[src/rtl/mp_uart_pkg.sv]
package mp_uart_pkg;
  typedef enum logic [1:0] {
    ST_IDLE  = 2'd0,
    ST_START = 2'd1,
    ST_DATA  = 2'd2,
    ST_STOP  = 2'd3
  } rx_state_e;

  function automatic logic maj3(input logic a, input logic b, input logic c);
    return (a & b) | (a & c) | (b & c);
  endfunction
endpackage

[src/rtl/mp_uart_rx_sync.sv]
module mp_uart_rx_sync #(
  parameter int unsigned STAGES = 2
) (
  input  logic clk_i,
  input  logic rst_ni,
  input  logic d_i,
  output logic q_o
);
  logic [STAGES-1:0] chain_q;

  generate
    if (STAGES == 1) begin : g_one
      always_ff @(posedge clk_i or negedge rst_ni) begin
        if (!rst_ni) chain_q <= '1;
        else         chain_q <= d_i;
      end
    end else begin : g_many
      always_ff @(posedge clk_i or negedge rst_ni) begin
        if (!rst_ni) chain_q <= '1;
        else         chain_q <= {chain_q[STAGES-2:0], d_i};
      end
    end
  endgenerate

  assign q_o = chain_q[STAGES-1];
endmodule

[src/rtl/mp_uart_rx_deframer.sv]
module mp_uart_rx_deframer
  import mp_uart_pkg::*;
#(
  parameter int unsigned DATA_W = 8,
  parameter int unsigned OVS    = 16
) (
  input  logic              clk_i,
  input  logic              rst_ni,
  input  logic              tick_i,
  input  logic              line_i,
  input  logic              nine_bit_i,
  output logic              frame_vld_o,
  output logic [DATA_W-1:0] frame_data_o,
  output logic              frame_bit9_o,
  output logic              frame_nine_o
);
  localparam int unsigned CNT_W = $clog2(OVS);
  localparam int unsigned IDX_W = $clog2(DATA_W + 2);
  localparam int unsigned MID   = OVS / 2;
  localparam logic [CNT_W-1:0] S_LO   = CNT_W'(MID - 1);
  localparam logic [CNT_W-1:0] S_MID  = CNT_W'(MID);
  localparam logic [CNT_W-1:0] S_HI   = CNT_W'(MID + 1);
  localparam logic [CNT_W-1:0] S_LAST = CNT_W'(OVS - 1);

  rx_state_e         state_q;
  logic [CNT_W-1:0]  cnt_q;
  logic [IDX_W-1:0]  idx_q;
  logic [DATA_W:0]   sh_q;
  logic              v_lo_q, v_mid_q, nine_q;
  logic [IDX_W-1:0]  last_idx;
  logic              vote;

  assign last_idx = nine_q ? IDX_W'(DATA_W) : IDX_W'(DATA_W - 1);
  assign vote     = maj3(v_lo_q, v_mid_q, line_i);

  always_ff @(posedge clk_i or negedge rst_ni) begin
    if (!rst_ni) begin
      state_q      <= ST_IDLE;
      cnt_q        <= '0;
      idx_q        <= '0;
      sh_q         <= '0;
      v_lo_q       <= 1'b1;
      v_mid_q      <= 1'b1;
      nine_q       <= 1'b0;
      frame_vld_o  <= 1'b0;
      frame_data_o <= '0;
      frame_bit9_o <= 1'b0;
      frame_nine_o <= 1'b0;
    end else begin
      frame_vld_o <= 1'b0;
      if (tick_i) begin
        if (state_q != ST_IDLE) begin
          cnt_q <= (cnt_q == S_LAST) ? '0 : cnt_q + 1'b1;
          if (cnt_q == S_LO)  v_lo_q  <= line_i;
          if (cnt_q == S_MID) v_mid_q <= line_i;
        end
        unique case (state_q)
          ST_IDLE: begin
            if (!line_i) begin
              state_q <= ST_START;
              cnt_q   <= CNT_W'(1);
              nine_q  <= nine_bit_i;
            end
          end
          ST_START: begin
            if (cnt_q == S_MID && line_i) begin
              state_q <= ST_IDLE;
            end else if (cnt_q == S_LAST) begin
              state_q <= ST_DATA;
              idx_q   <= '0;
            end
          end
          ST_DATA: begin
            if (cnt_q == S_HI) sh_q <= {vote, sh_q[DATA_W:1]};
            if (cnt_q == S_LAST) begin
              if (idx_q == last_idx) state_q <= ST_STOP;
              else                   idx_q   <= idx_q + 1'b1;
            end
          end
          ST_STOP: begin
            if (cnt_q == S_HI) begin
              frame_vld_o  <= 1'b1;
              frame_nine_o <= nine_q;
              state_q      <= ST_IDLE;
              if (nine_q) begin
                frame_data_o <= sh_q[DATA_W-1:0];
                frame_bit9_o <= sh_q[DATA_W];
              end else begin
                frame_data_o <= sh_q[DATA_W:1];
                frame_bit9_o <= vote;
              end
            end
          end
          default: state_q <= ST_IDLE;
        endcase
      end
    end
  end

  p_start_abort_r5: assert property (@(posedge clk_i) disable iff (!rst_ni)
    (state_q == ST_START && tick_i && cnt_q == S_MID && line_i) |=> state_q == ST_IDLE);

  p_vld_pulse_r2: assert property (@(posedge clk_i) disable iff (!rst_ni)
    frame_vld_o |=> !frame_vld_o);
endmodule

[src/rtl/mp_uart_rx_filter.sv]
module mp_uart_rx_filter #(
  parameter int unsigned DATA_W = 8
) (
  input  logic              clk_i,
  input  logic              rst_ni,
  input  logic              frame_vld_i,
  input  logic [DATA_W-1:0] frame_data_i,
  input  logic              frame_bit9_i,
  input  logic              frame_nine_i,
  input  logic              auto_match_en_i,
  input  logic [DATA_W-1:0] node_addr_i,
  input  logic              addr_mode_we_i,
  input  logic              addr_mode_wdata_i,
  input  logic              irq_clr_i,
  output logic [DATA_W-1:0] data_o,
  output logic              bit9_o,
  output logic              irq_o,
  output logic              addr_mode_o
);
  logic gated, accept, match_clr;

  // data frames are hidden while address mode is on (9-bit format only)
  assign gated     = frame_nine_i & addr_mode_o & ~frame_bit9_i;
  assign accept    = frame_vld_i & ~irq_o & ~gated;
  assign match_clr = accept & frame_nine_i & addr_mode_o & frame_bit9_i
                   & auto_match_en_i & (frame_data_i == node_addr_i);

  always_ff @(posedge clk_i or negedge rst_ni) begin
    if (!rst_ni) begin
      data_o <= '0;
      bit9_o <= 1'b0;
      irq_o  <= 1'b0;
    end else if (accept) begin
      data_o <= frame_data_i;
      bit9_o <= frame_bit9_i;
      irq_o  <= 1'b1;
    end else if (irq_clr_i) begin
      irq_o  <= 1'b0;
    end
  end

  always_ff @(posedge clk_i or negedge rst_ni) begin
    if (!rst_ni)             addr_mode_o <= 1'b0;
    else if (addr_mode_we_i) addr_mode_o <= addr_mode_wdata_i;
    else if (match_clr)      addr_mode_o <= 1'b0;
  end

  p_irq_hold_r7: assert property (@(posedge clk_i) disable iff (!rst_ni)
    (irq_o && !irq_clr_i) |=> irq_o);

  p_data_keep_r7: assert property (@(posedge clk_i) disable iff (!rst_ni)
    irq_o |=> $stable(data_o) && $stable(bit9_o));

  p_drop_data_r8: assert property (@(posedge clk_i) disable iff (!rst_ni)
    (frame_vld_i && frame_nine_i && addr_mode_o && !frame_bit9_i && !irq_o)
      |=> !irq_o && $stable(data_o));

  p_clear_on_match_r10: assert property (@(posedge clk_i) disable iff (!rst_ni)
    (frame_vld_i && !irq_o && frame_nine_i && addr_mode_o && frame_bit9_i &&
     auto_match_en_i && frame_data_i == node_addr_i && !addr_mode_we_i)
      |=> !addr_mode_o && irq_o);

  p_no_hw_set_r11: assert property (@(posedge clk_i) disable iff (!rst_ni)
    (!addr_mode_o && !addr_mode_we_i) |=> !addr_mode_o);

  p_sw_write_r13: assert property (@(posedge clk_i) disable iff (!rst_ni)
    addr_mode_we_i |=> addr_mode_o == $past(addr_mode_wdata_i));
endmodule

[src/rtl/mp_uart_rx.sv]
module mp_uart_rx #(
  parameter int unsigned DATA_W      = 8,
  parameter int unsigned OVS         = 16,
  parameter int unsigned SYNC_STAGES = 2
) (
  input  logic              clk_i,
  input  logic              rst_ni,
  input  logic              tick_i,
  input  logic              rxd_i,
  input  logic              nine_bit_i,
  input  logic              auto_match_en_i,
  input  logic [DATA_W-1:0] node_addr_i,
  input  logic              addr_mode_we_i,
  input  logic              addr_mode_wdata_i,
  input  logic              irq_clr_i,
  output logic [DATA_W-1:0] rx_data_o,
  output logic              rx_bit9_o,
  output logic              rx_irq_o,
  output logic              addr_mode_o
);
  logic              line;
  logic              frame_vld, frame_bit9, frame_nine;
  logic [DATA_W-1:0] frame_data;

  mp_uart_rx_sync #(.STAGES(SYNC_STAGES)) u_sync (
    .clk_i (clk_i),
    .rst_ni(rst_ni),
    .d_i   (rxd_i),
    .q_o   (line)
  );

  mp_uart_rx_deframer #(.DATA_W(DATA_W), .OVS(OVS)) u_deframer (
    .clk_i       (clk_i),
    .rst_ni      (rst_ni),
    .tick_i      (tick_i),
    .line_i      (line),
    .nine_bit_i  (nine_bit_i),
    .frame_vld_o (frame_vld),
    .frame_data_o(frame_data),
    .frame_bit9_o(frame_bit9),
    .frame_nine_o(frame_nine)
  );

  mp_uart_rx_filter #(.DATA_W(DATA_W)) u_filter (
    .clk_i            (clk_i),
    .rst_ni           (rst_ni),
    .frame_vld_i      (frame_vld),
    .frame_data_i     (frame_data),
    .frame_bit9_i     (frame_bit9),
    .frame_nine_i     (frame_nine),
    .auto_match_en_i  (auto_match_en_i),
    .node_addr_i      (node_addr_i),
    .addr_mode_we_i   (addr_mode_we_i),
    .addr_mode_wdata_i(addr_mode_wdata_i),
    .irq_clr_i        (irq_clr_i),
    .data_o           (rx_data_o),
    .bit9_o           (rx_bit9_o),
    .irq_o            (rx_irq_o),
    .addr_mode_o      (addr_mode_o)
  );

  p_reset_clean_r1: assert property (@(posedge clk_i) disable iff (!rst_ni)
    $rose(rx_irq_o) |-> $past(frame_vld));
endmodule

[config.mk]
export PLATFORM = sky130hd
export DESIGN_NAME = mp_uart_rx
export DESIGN_NICKNAME = d
export VERILOG_FILES = /design/src/rtl/mp_uart_pkg.sv /design/src/rtl/mp_uart_rx_sync.sv /design/src/rtl/mp_uart_rx_deframer.sv /design/src/rtl/mp_uart_rx_filter.sv /design/src/rtl/mp_uart_rx.sv
export SDC_FILE = /design/constraint.sdc
export NUM_CORES = 1
export LEC_CHECK = 0
export BUFFER_PORTS_ARGS = -buffer_cell sky130_fd_sc_hd__buf_2
export CAP_MARGIN = 5
export CORE_MARGIN = 3
export CORE_UTILIZATION = 40
export CTS_CLUSTER_SIZE = 14
export DETAILED_ROUTE_END_ITERATION = 8
export GPL_ROUTABILITY_DRIVEN = 0
export HOLD_SLACK_MARGIN = 0.05
export PLACE_DENSITY = 0.71
export SLEW_MARGIN = 0
export SYNTH_ARGS = -nofsm -noshare
export SYNTH_HDL_FRONTEND = slang
export SYNTH_HIERARCHICAL = 1
export SYNTH_SLANG_ARGS = --single-unit
[constraint.sdc]
create_clock -name clk_i -period 2.43 [get_ports clk_i]
set_clock_uncertainty 0.2 [all_clocks]
set_input_delay 0.243 -clock clk_i [delete_from_list [all_inputs] [get_ports clk_i]]
set_output_delay 0.243 -clock clk_i [all_outputs]
set_load 0.01 [all_outputs]
* Word level (Yosys, flattened, before mapping)
Cells that the tools add are included.
Word-level totals: memory bits (read-only) 0, memories kept 0, bits in latches 0, register bits after elaboration 46, logic and storage cells 92, input bits 17, bits in writable memories 0
Operators by class: shift operators 0, reduce and logical (&&, ||, !) cells 13, muxes and demuxes 26, bitwise logic cells 18, equality and inequality tests 17, add/subtract/negate cells 2, multiply operators 0, divide/modulo/power cells 0, order comparisons 0
Operator list (number):
- $mux 4 | 9
- $reduce_and 3->1 | 5
- $and 1x1->1 | 12
- $eq 4x4->1 const B | 3
- $mux 2 | 6
- $reduce_and 6->1 | 2
- $add 4x1->4 const B | 2
- $eq 8x8->1 | 1
- $mux 1 | 8
- $mux 8 | 1
- $ne 2x1->1 const B | 4
- $pmux 2 s4 | 1
- $pmux 4 s2 | 1
- $reduce_bool 2->1 | 4
- $ne 2x2->1 const B | 3
- $eq 2x2->1 const B | 2
- $eq 4x3->1 const B | 1
- $eq 4x4->1 | 1
- $not 1->1 | 4
- $ne 3x1->1 const B | 1
- $eq 2x1->1 const B | 1
- $logic_not 2->1 | 1
- $or 1x1->1 | 2
- $logic_and 1x1->1 | 1

* Logic depth before layout (Yosys ltp)
depth after elaboration 11, gate-level depth with buffers 7, depth with buffers taken out 6

* Cells and area by module
The synthesis kept the hierarchy.
By module, submodules not included:
- mp_uart_rx_deframer | instances 1, area each 1604.0 µm², sequential area each 828.3 µm², cells an instance 148
- mp_uart_rx_filter | instances 1, area each 538.0 µm², sequential area each 275.3 µm², cells an instance 40
- mp_uart_rx_sync | instances 1, area each 52.6 µm², sequential area each 52.6 µm², cells an instance 2

* Worst setup path before layout
OpenSTA, ideal clock, no wires.
path kind register to register, start point register u_deframer.cnt_q[0], end point register u_deframer.idx_q[3], cell stages (with the launch flop) 7, path slack 516 ps, arrival 1636 ps, cells stage by stage dfrtp_1 > inv_1 > ha_1 > a311oi_2 > a21oi_2 > or4_1 > a21oi_1
Between the ends: longest elaborated chain between the ends 4, elaborated cells between the ends (all ways) 7, those cells by class eq/ne: 5; reduce/logical: 2
Ends and longest elaborated chain:
- start, declared | line mp_uart_rx_deframer.sv:26 | logic [CNT_W-1:0] cnt_q;
- start signal, assigned | line mp_uart_rx_deframer.sv:53 | cnt_q <= (cnt_q == S_LAST) ? '0 : cnt_q + 1'b1;
- $eq 4x4->1 | line mp_uart_rx_deframer.sv:66 | if (cnt_q == S_MID && line_i) begin
- $logic_and 1x1->1 | line mp_uart_rx_deframer.sv:66
- $ne 2x2->1 (no line)
- $reduce_and 6->1 (no line) (*)
- end signal, assigned | line mp_uart_rx_deframer.sv:77 | else idx_q <= idx_q + 1'b1;
- end, declared | line mp_uart_rx_deframer.sv:27 | logic [IDX_W-1:0] idx_q;
Mark *: on every way between the ends. The rest lies on a longest branch, timed or not. A chain may end at the register's enable or synchronous reset.

* Worst setup path after layout
Same ends and word-level chain as after synthesis.

==> results_dict.tcl <==
set metrics [dict create \
    syn_area_um2 2190 \
    clock_path_buffers 2 \
    synth_common_cells "dfrtp_1 (42), mux2_2 (23), nand2_1 (20), o21ai_0 (17), mux2i_1 (10)" \
    yosys.area.top_type_share_pct 47.9 \
    rsz0062_at_grt "false" \
    drive_gt1_share_pct 33.8 \
    yosys_register_bits 46 \
    pre_cts_ws_ns 0.396 \
    synthCells 190 \
    fin_crit_sh_pct 84.7 \
    synth-main-ff-cell "dfrtp_1" \
    die_h_um 80.1 \
    ys_seq_area_share_pct 52.7 \
    drtAntennaViolNets 0 \
    worstMarginPinSlew_ns 0.517 \
    cpLargestDelayFamily "compound AO/OA/AOI/OAI gates" \
    hold_path.class "input pin to register" \
    synthXorXnorAreaFrac_pct 3.59 \
    slew_viol_final 0 \
    required_ns 2.46 \
    ff_latch_area_um2 1160 \
    crit_chain "inv_1, ha_1, a311oi_2, a21oi_2, or4_1, a21oi_1" \
    clkLatencyLatePin_ns 0.30 \
    setup_viol 0 \
    critPathKind "register to register" \
    viasPerCell 5.01 \
    finalWorstPathRequiredPeriod_ns 2.06 \
    routed_wl_um 3750 \
    cts_tree "yes" \
    grt_remaining_overflow 0 \
    cts_buffers 5 \
    dieArea_um2 6410 \
    arrival_ns 2.09 \
    nets 248 \
    syn-num-nets 211 \
    yosysTopAreaCell "dfrtp_1" \
    die_x_um 80.1 \
    worst-path-buf-inv 1 \
    hpwl_um 2790 \
    cts_root_buf "clkbuf_8" \
    core_area_um2 5200 \
    grt_pass1_vias 1387 \
    antenna_found_initial 0 \
    dr.pass1.iters 4 \
    synthSimpleGateAreaFrac_pct 12.5 \
    portBuffers 27 \
    grt_max_degree 26 \
    diodes 0 \
    setup_tns_ns 0 \
    p_per_area_nw_per_um2 731 \
    hold_viol_final 0 \
    synth.mux.area_fraction_pct 16.4 \
    synthTopCellsByArea "dfrtp_1 (48%), mux2_2 (12%), dfstp_2 (4.8%)" \
    rrSetupSlack_ns 0.37 \
    synth_cell_types 45 \
    slew_headroom_pct 65.5 \
    leakagePower_nw 1.25 \
    fillers 486 \
    fin_ws_ns 0.371 \
    io_pins 28 \
    avgRoutedWirePerCell_um 12.6 \
    yosysMostFrequentCell "dfrtp_1" \
    crit_slowest_cell "or4_1" \
    synth_fa_ha_area_share_pct 2.74 \
    path_clk_slew_ns 0.10 \
    status "complete, no violations" \
    synth_edf_count 0 \
    syn_avg_cell_area_um2 11.6 \
    multi_input_area_um2 988 \
    yosysWarnings 6 \
    fmax_mhz 486 \
    ctsHtreeMaxLevel 2 \
    syn2layout_area_growth_pct 17.4 \
    clock-sinks 46 \
    grt_usage_pct 12.8 \
    drc 0 \
    worst_setup_path_start_kind "register" \
    vias 1494 \
    synth_top_family_by_area "multiplexers" \
    grt_pass1_wl_um 6310 \
    initial_utilization_pct 42.2 \
    peakVddDrop_mv 0.348 \
    cp_max_fo 7 \
    synth_compound_area_share_pct 9.81 \
    async_flop_share_pct 100 \
    std_cell_rows 26 \
    slowest_delay_ns 0.49 \
    critPathCaptureType "register" \
    drv_cap 0 \
    drtIter0Drc 68 \
    postCtsSetupBuffers 0 \
]
where the power goes:
part | internal (W) | leakage (nW) | switching [W]
clock network | 0.000208 | 0.0447 | 0.000268
logic | 0.000218 | 0.590 | 0.000239
registers | 0.000851 | 0.614 | 0.0000974
total | 0.00128 | 1.25 | 0.000605
flip-flops by register name, indices dropped and copies added, names as in the netlist, 2 cells and up, named ones only:
| name | cells |
|---|---|
| u_deframer/frame_data_o | 8 |
| u_sync/chain_q | 2 |
| u_deframer/idx_q | 4 |
| u_filter/data_o | 8 |
| u_deframer/sh_q | 9 |
| u_deframer/cnt_q | 4 |
what timing repair did:
action / CTS / global route
hold buffers: 5 / 0
endpoints found under the setup margin: 0 / 0
resized for setup: 0 / 0
endpoints found under the hold margin: 21 / 0
placed cells by master (no fill, tap or decap), types with 6 or more instances in the layout:
| cell type | n |
|---|---|
| mux2i_1 | 10 |
| nand2_1 | 20 |
| xor2_1 | 8 |
| buf_2 | 27 |
| dfrtp_1 | 42 |
| mux2_2 | 23 |
| o21ai_0 | 17 |
| inv_1 | 6 |
| nor2_1 | 7 |
worst reg2reg max path: cells and delay by family, from the launching register on:
kind,cells,cell delay (ns)
DFF,1,0.41
buffers and inverters,1,0.08
adders and majority gates,1,0.22
AOI/OAI and AO/OA,3,0.60
and+or+nand+nor,1,0.49
worst paths after layout:
kind / startpoint / to / depth (start not counted)
worst max register to register: u_deframer/cnt_q[0] / u_deframer/idx_q[3] / 6
worst min register to register: u_sync/chain_q[0] / u_sync/chain_q[1] / 0
worst min-delay path: addr_mode_we_i / u_filter/addr_mode_o / 3
min in group asynchronous: rst_ni / u_filter/data_o[4] / 2
max in group asynchronous: rst_ni / u_deframer/sh_q[4] / 3
worst max-delay path: u_deframer/cnt_q[0] / u_deframer/idx_q[3] / 6
cell type report:
type / instances / share of cell area (%)
Tap cell: 70 / 3.40
Sequential cell: 46 / 44.9
Inverter: 6 / 0.874
Multi-Input combinational cell: 132 / 38.4
Timing Repair Buffer: 36 / 8.84
Clock inverter: 3 / 0.971
Clock buffer: 5 / 2.67
cell families (layout without fill, tap and decap cells):
| group | Yosys count | in the layout |
|---|---|---|
| xor+xnor | 9 | 9 |
| mux | 33 | 33 |
| fa+ha+maj | 5 | 5 |
| buf+inv | 12 | 50 |
| flops | 46 | 46 |
| compound gates | 33 | 33 |
| simple gates | 52 | 52 |
stage by stage:
stage               util (%)  cells  hold slack (ns)  power (W)  cell area, µm²
floorplan                  -    190           -0.253    0.00130            2190
global placement        46.7    285           0.0470    0.00141            2430
detailed placement      46.7    285           0.0538    0.00142            2430
CTS                     49.5    298           0.0565    0.00191            2580
global route            49.5    298           0.0657    0.00201            2580
finish                  49.5    298           0.0733    0.00188            2580
per-layer routing:
metal	vias up	wire [µm]	GRT usage (%)
li1	753	-	-
met1	710	1700	16.1
met2	25	1810	20.5
met3	6	166	3.36
met4	0	72	6.08
met5	-	0	0
No activity file was read; power rests on OpenSTA's default activity.
